$ cat config.mk
export PLATFORM = sky130hd
export DESIGN_NAME = serial_cfg_port
export DESIGN_NICKNAME = d
export VERILOG_FILES = /design/src/rtl/serial_cfg_pkg.sv /design/src/rtl/sync_chain.sv /design/src/rtl/shift_core.sv /design/src/rtl/cfg_bank.sv /design/src/rtl/serial_cfg_port.sv
export SDC_FILE = /design/constraint.sdc
export NUM_CORES = 1
export LEC_CHECK = 0
export CORE_MARGIN = 10
export CORE_UTILIZATION = 25
export CTS_CLUSTER_DIAMETER = 120
export DETAILED_ROUTE_END_ITERATION = 12
export GPL_ROUTABILITY_DRIVEN = 1
export PLACE_DENSITY = 0.52
export SYNTH_ARGS = -nofsm -noshare
export SYNTH_HDL_FRONTEND = slang
export SYNTH_SLANG_ARGS = --single-unit
export TNS_END_PERCENT = 1
$ cat constraint.sdc
create_clock -name clk -period 3.16 [get_ports clk]
set_clock_uncertainty 0.15 [all_clocks]
set_input_delay 0.474 -clock clk [delete_from_list [all_inputs] [get_ports clk]]
set_output_delay 0.474 -clock clk [all_outputs]
set_load 0.02 [all_outputs]
$ cat src/rtl/serial_cfg_pkg.sv
package serial_cfg_pkg;
  localparam int unsigned WORD_W = 21;
  localparam int unsigned ADDR_W = 2;
  localparam int unsigned CTRL_W = 5;
  localparam int unsigned RDIV_W = 9;
  localparam int unsigned MDIV_W = 9;
  localparam int unsigned SW1_W  = 5;
  localparam int unsigned SW2_W  = 4;
  localparam int unsigned FRAC_W = 5;
  localparam int unsigned SYNC_STAGES = 2;

  typedef enum logic [ADDR_W-1:0] {
    ADR_L2_REF  = 2'b00,
    ADR_L2_MAIN = 2'b01,
    ADR_L1_REF  = 2'b10,
    ADR_L1_MAIN = 2'b11
  } cfg_addr_e;

  // output-select code that routes the chain data out, per loop
  localparam logic [1:0] SEL_CHAIN = 2'b10;
endpackage

$ cat src/rtl/sync_chain.sv
module sync_chain #(
  parameter int unsigned N      = 3,
  parameter int unsigned STAGES = 2
) (
  input  logic         clk,
  input  logic         rst_n,
  input  logic [N-1:0] async_i,
  output logic [N-1:0] sync_o
);
  for (genvar b = 0; b < N; b++) begin : g_bit
    logic [STAGES-1:0] stg_q;
    logic [STAGES-1:0] stg_n;

    always_comb begin
      stg_n = {stg_q[STAGES-2:0], async_i[b]};
    end

    always_ff @(posedge clk or negedge rst_n) begin
      if (!rst_n) stg_q <= '0;
      else        stg_q <= stg_n;
    end

    assign sync_o[b] = stg_q[STAGES-1];
  end
endmodule

$ cat src/rtl/shift_core.sv
module shift_core #(
  parameter int unsigned W = 21
) (
  input  logic         clk,
  input  logic         rst_n,
  input  logic         shift_en_i,
  input  logic         hold_i,
  input  logic         din_i,
  input  logic         fall_i,
  output logic [W-1:0] word_o,
  output logic         top_q_o
);
  logic [W-1:0] sr_q, sr_n;
  logic         top_q, top_n;

  always_comb begin
    sr_n  = sr_q;
    top_n = top_q;
    if (shift_en_i) sr_n  = {sr_q[W-2:0], din_i};
    if (fall_i)     top_n = sr_q[W-1];
  end

  always_ff @(posedge clk or negedge rst_n) begin
    if (!rst_n) begin
      sr_q  <= '0;
      top_q <= 1'b0;
    end else begin
      sr_q  <= sr_n;
      top_q <= top_n;
    end
  end

  assign word_o  = sr_q;
  assign top_q_o = top_q;


  shift_in_chk: assert property (@(posedge clk) disable iff (!rst_n)
    shift_en_i |=> (sr_q[0] == $past(din_i)) && (sr_q[W-1:1] == $past(sr_q[W-2:0])));


  hold_stable_chk: assert property (@(posedge clk) disable iff (!rst_n)
    hold_i |=> $stable(sr_q));


  fall_capture_chk: assert property (@(posedge clk) disable iff (!rst_n)
    fall_i |=> top_q == $past(sr_q[W-1]));
endmodule

$ cat src/rtl/cfg_bank.sv
module cfg_bank
  import serial_cfg_pkg::*;
(
  input  logic              clk,
  input  logic              rst_n,
  input  logic              load_i,
  input  logic [WORD_W-1:0] word_i,
  output logic [CTRL_W-1:0] l1_ctrl_o,
  output logic [RDIV_W-1:0] l1_rdiv_o,
  output logic [MDIV_W-1:0] l1_mdiv_o,
  output logic [SW1_W-1:0]  l1_swal_o,
  output logic [FRAC_W-1:0] l1_frac_o,
  output logic [CTRL_W-1:0] l2_ctrl_o,
  output logic [RDIV_W-1:0] l2_rdiv_o,
  output logic [MDIV_W-1:0] l2_mdiv_o,
  output logic [SW2_W-1:0]  l2_swal_o,
  output logic [FRAC_W-1:0] l2_frac_o,
  output logic              test_o
);
  localparam int unsigned REF2_W  = 1 + CTRL_W + RDIV_W;
  localparam int unsigned REF1_W  = CTRL_W + RDIV_W;
  localparam int unsigned MAIN1_W = MDIV_W + SW1_W + FRAC_W;
  localparam int unsigned MAIN2_W = MDIV_W + SW2_W + FRAC_W;
  localparam int unsigned LO = ADDR_W;

  logic [REF2_W-1:0]  ref2_q,  ref2_n;
  logic [REF1_W-1:0]  ref1_q,  ref1_n;
  logic [MAIN1_W-1:0] main1_q, main1_n;
  logic [MAIN2_W-1:0] main2_q, main2_n;
  cfg_addr_e          addr;

  assign addr = cfg_addr_e'(word_i[ADDR_W-1:0]);

  always_comb begin
    ref2_n  = ref2_q;
    ref1_n  = ref1_q;
    main1_n = main1_q;
    main2_n = main2_q;
    if (load_i) begin
      unique case (addr)
        ADR_L2_REF:  ref2_n  = word_i[LO+REF2_W-1:LO];
        ADR_L1_REF:  ref1_n  = word_i[LO+REF1_W-1:LO];
        ADR_L1_MAIN: main1_n = word_i[LO+MAIN1_W-1:LO];
        ADR_L2_MAIN: main2_n = word_i[LO+MAIN2_W-1:LO];
        default: ;
      endcase
    end
  end

  always_ff @(posedge clk or negedge rst_n) begin
    if (!rst_n) begin
      ref2_q  <= '0;
      ref1_q  <= '0;
      main1_q <= '0;
      main2_q <= '0;
    end else begin
      ref2_q  <= ref2_n;
      ref1_q  <= ref1_n;
      main1_q <= main1_n;
      main2_q <= main2_n;
    end
  end

  assign {test_o, l2_ctrl_o, l2_rdiv_o}       = ref2_q;
  assign {l1_ctrl_o, l1_rdiv_o}               = ref1_q;
  assign {l1_mdiv_o, l1_swal_o, l1_frac_o}    = main1_q;
  assign {l2_mdiv_o, l2_swal_o, l2_frac_o}    = main2_q;


  no_load_stable_chk: assert property (@(posedge clk) disable iff (!rst_n)
    !load_i |=> $stable({ref2_q, ref1_q, main1_q, main2_q}));


  other_regs_kept_chk: assert property (@(posedge clk) disable iff (!rst_n)
    (load_i && word_i[1:0] == 2'b11) |=> $stable({ref2_q, ref1_q, main2_q}));


  main1_fields_chk: assert property (@(posedge clk) disable iff (!rst_n)
    (load_i && word_i[1:0] == 2'b11) |=>
      {l1_mdiv_o, l1_swal_o, l1_frac_o} == $past(word_i[20:2]));


  test_bit_chk: assert property (@(posedge clk) disable iff (!rst_n)
    (load_i && word_i[1:0] == 2'b00) |=> test_o == $past(word_i[16]));
endmodule

$ cat src/rtl/serial_cfg_port.sv
module serial_cfg_port
  import serial_cfg_pkg::*;
(
  input  logic              clk,
  input  logic              rst_n,
  input  logic              ser_clk_i,
  input  logic              ser_data_i,
  input  logic              ser_le_i,
  output logic [CTRL_W-1:0] l1_ctrl_o,
  output logic [RDIV_W-1:0] l1_rdiv_o,
  output logic [MDIV_W-1:0] l1_mdiv_o,
  output logic [SW1_W-1:0]  l1_swal_o,
  output logic [FRAC_W-1:0] l1_frac_o,
  output logic [CTRL_W-1:0] l2_ctrl_o,
  output logic [RDIV_W-1:0] l2_rdiv_o,
  output logic [MDIV_W-1:0] l2_mdiv_o,
  output logic [SW2_W-1:0]  l2_swal_o,
  output logic [FRAC_W-1:0] l2_frac_o,
  output logic              test_o,
  output logic              chain_o
);
  // reset: asserted asynchronously, released on clk
  logic rst_meta_q, rst_sync_q;
  always_ff @(posedge clk or negedge rst_n) begin
    if (!rst_n) begin
      rst_meta_q <= 1'b0;
      rst_sync_q <= 1'b0;
    end else begin
      rst_meta_q <= 1'b1;
      rst_sync_q <= rst_meta_q;
    end
  end

  logic [2:0] raw_in, syn_in;
  assign raw_in = {ser_le_i, ser_data_i, ser_clk_i};

  sync_chain #(.N(3), .STAGES(SYNC_STAGES)) u_sync (
    .clk     (clk),
    .rst_n   (rst_sync_q),
    .async_i (raw_in),
    .sync_o  (syn_in)
  );

  logic sck_s, dat_s, le_s;
  assign {le_s, dat_s, sck_s} = syn_in;

  logic sck_d_q, sck_d_n, le_d_q, le_d_n;
  always_comb begin
    sck_d_n = sck_s;
    le_d_n  = le_s;
  end
  always_ff @(posedge clk or negedge rst_sync_q) begin
    if (!rst_sync_q) begin
      sck_d_q <= 1'b0;
      le_d_q  <= 1'b0;
    end else begin
      sck_d_q <= sck_d_n;
      le_d_q  <= le_d_n;
    end
  end

  logic sck_rise, sck_fall, le_rise, shift_en, shift_hold;
  assign sck_rise   = sck_s & ~sck_d_q;
  assign sck_fall   = ~sck_s & sck_d_q;
  assign le_rise    = le_s & ~le_d_q;
  assign shift_en   = sck_rise & ~le_s;
  assign shift_hold = le_s;

  logic [WORD_W-1:0] word;
  logic              top_q;

  shift_core #(.W(WORD_W)) u_shift (
    .clk        (clk),
    .rst_n      (rst_sync_q),
    .shift_en_i (shift_en),
    .hold_i     (shift_hold),
    .din_i      (dat_s),
    .fall_i     (sck_fall),
    .word_o     (word),
    .top_q_o    (top_q)
  );

  cfg_bank u_bank (
    .clk       (clk),
    .rst_n     (rst_sync_q),
    .load_i    (le_rise),
    .word_i    (word),
    .l1_ctrl_o (l1_ctrl_o),
    .l1_rdiv_o (l1_rdiv_o),
    .l1_mdiv_o (l1_mdiv_o),
    .l1_swal_o (l1_swal_o),
    .l1_frac_o (l1_frac_o),
    .l2_ctrl_o (l2_ctrl_o),
    .l2_rdiv_o (l2_rdiv_o),
    .l2_mdiv_o (l2_mdiv_o),
    .l2_swal_o (l2_swal_o),
    .l2_frac_o (l2_frac_o),
    .test_o    (test_o)
  );

  logic chain_sel;
  assign chain_sel = (l1_ctrl_o[CTRL_W-1 -: 2] == SEL_CHAIN) &&
                     (l2_ctrl_o[CTRL_W-1 -: 2] == SEL_CHAIN);
  assign chain_o   = chain_sel & top_q;


  chain_follows_fall_chk: assert property (@(posedge clk) disable iff (!rst_sync_q)
    (sck_fall && chain_sel) |=> $past(chain_sel) && (chain_o == $past(word[WORD_W-1])) || !chain_sel);
endmodule

==> impl_metrics.ini <==
[worst_setup_path]
r2r_setup_slack_ns = 1.05
r2r-start = u_shift.word_o[1]
crit_arrival_ns = 1.70
cp-endpoint = chain_o
cp_max_fo = 3
r2r_cells = 3
crit_required_ns = 2.54
critPathKind = register to output pin
start_kind = register
worstReg2RegEnd = u_bank.main2_q[12]
startpoint = u_bank.ref1_q[12]
worstSetupEndpointType = output pin

[route]
vias = 1996
first_pass_iters = 4
drc = 0
vias_per_cell = 4.211
wl_per_cell_um = 17.82
drtIter0Drc = 85
wl_um = 8448
ant_nets = 0

[grt]
grt_pass1_vias = 2221
grt_pass1_wl_um = 13640
track_usage = 0.08827
grt_max_degree = 75
grt_antenna_before_repair = 0
overflow = 0

[pwr]
ir_worst_vdd_uv = 447.6
power.total_uw = 3486
p_leak_uw = 0.002264
powerDensity_nw_per_um2 = 709.2

[yosys]
syn_avg_cell_area_um2 = 18.12
ys_async_sr_fraction = 1.000
ys_seq_elements = 98
netlist_area_um2 = 3697
ys_seq_area_frac = 0.6633
postSynthCellCount = 204
yosysWarnings = 0
ys.flop_type = dfrtp_1
yosysUniqueCellTypes = 14
synth-edff-count = 0
syn_nets = 209

[cts]
cts_buffer_depth = 2
root_buffer = clkbuf_16
cts_buffers = 9
cts-resized-gates = 0
ctsHoldBuffers = 0
post-cts-setup-buffers = 0
cts.clk_slew.worst_paths_ns = 0.07
cts_sinks = 98
cts_tree = built
clk_latency_ns = 0.35
htree_num_levels = 3

[timing]
setup_tns_ns = 0
max_freq_mhz = 430.2
period_share = 0.7356
maxSlewHeadroom = 0.3434
finalMaxSlewViolations = 0
worst_slew_pin_slew_ns = 0.9848
rsz0062_at_grt = no
hold_viol = 0
fin_crit_ns = 2.325
setup_viol = 0
whs_ns = 0.1299

[floorplan]
num_rows = 44
io_pins = 72
floorplan.initialDensity = 0.2544
core_area_um2 = 14530
fp.dieH_um = 141.6
die_w_um = 141.6
dieArea_um2 = 20050

[layout]
instances_no_fill = 474
nets = 290
areaGrowthSynthToFinish_pct = 32.93
multi_input_comb_area_um2 = 1159
postLayoutCoreUtil = 0.3382
drive_above_1_share = 0.3690
antenna_cells = 0
seq_area_um2 = 2456
nFillCells = 1416

[job]
drv_cap = 0

[placement]
dpl.cell_count = 458
portBuffers = 71
hpwl_um = 5693
gp_congestion = 0.6642

[worst_hold_path]
hold_class = primary input to asynchronous set/reset pin

[run_status]
run_status = complete, no violations
worst max-delay path, cell delays in order (launching register included):
cell and delay (ns):
dfrtp_1 0.41, nand4b_1 0.22, nor2_1 0.12, clkdlybuf4s50_1 0.61
cells in the mapped netlist (2+ instances only):
cell | instances | area, µm²
nand4b_1 | 2 | 17.52
mux2_1 | 5 | 56.30
buf_6 | 5 | 56.30
buf_2 | 3 | 15.01
and4bb_1 | 2 | 25.02
mux2_2 | 63 | 709.4
mux2_4 | 20 | 300.3
dfrtp_1 | 98 | 2452
cell type report:
type | instances | share of cell area
clock inverters | 2 | 0.007128
clock buffers | 14 | 0.05372
well taps | 184 | 0.04684
flip-flops and latches | 98 | 0.4997
repair buffers | 79 | 0.1568
multi-input cells | 97 | 0.2357
per-stage QoR:
stage / setup slack [ns] / cell area, µm²
final: 0.8354 / 4915
after detailed placement: 1.028 / 4616
after global placement: 1.091 / 4616
after CTS: 0.7871 / 4915
after floorplan: 0.07804 / 3697
after global routing: 0.7066 / 4915
metal layers:
metal,GRT usage,vias to the layer above,part of all wire
li1,-,884,-
met1,0.1101,1046,0.44
met2,0.1284,58,0.46
met3,0.04573,8,0.089
met4,0.02905,0,0.0079
met5,0,-,0
cell families after synthesis:
group / count (synthesis) / synth area share
and+or+nand+nor: 8 / 0.02267
other: 1 / 0.001014
DFF: 98 / 0.6633
buffers and inverters: 9 / 0.02470
muxes: 88 / 0.2883
placed cells by master (no fill, tap or decap):
cell / Yosys / final
clkbuf_8: 0 / 2
clkbuf_16: 0 / 9
clkinv_2: 0 / 1
nor2_1: 1 / 1
and4bb_1: 2 / 2
conb_1: 1 / 1
clkbuf_1: 0 / 3
buf_4: 0 / 8
nor3b_2: 0 / 1
mux2_2: 63 / 63
nor2b_1: 1 / 1
mux2_4: 20 / 20
clkdlybuf4s50_1: 0 / 71
nand4b_1: 2 / 2
bufinv_16: 0 / 1
nor4b_4: 1 / 1
dfrtp_1: 98 / 97
dfrtp_4: 0 / 1
mux2_1: 5 / 5
worst min path at each step:
stage | start | endpoint | slack [ns] | depth (start not counted)
after floorplan | rst_n | rst_meta_q | 0.03 | 0
after global routing | rst_n | rst_sync_q | 0.13 | 1
final | rst_n | rst_sync_q | 0.13 | 1
after detailed placement | u_sync.g_bit[0].stg_q[0] | u_sync.g_bit[0].stg_q[1] | 0.19 | 0
after CTS | rst_n | rst_meta_q | 0.12 | 1
after global placement | u_sync.g_bit[0].stg_q[0] | u_sync.g_bit[0].stg_q[1] | 0.19 | 0
state kept, by name, indices dropped and copies added, names as in the netlist:
signal              count
u_shift.word_o         21
u_bank.main1_q         19
u_sync.g_bit.stg_q      6
rst_sync_q              1
u_bank.ref2_q          15
u_shift.top_q_o         1
rst_meta_q              1
sck_d_q                 1
u_bank.main2_q         18
le_d_q                  1
u_bank.ref1_q          14
report_power, final:
part	total [µW]	internal, µW	leakage (µW)	switching, µW
sequential	1630	1450	0.00131	182
clock	1110	657	0.000147	451
combinational	749	413	0.000804	336
Note: power is estimated with default switching activity, not from simulation.
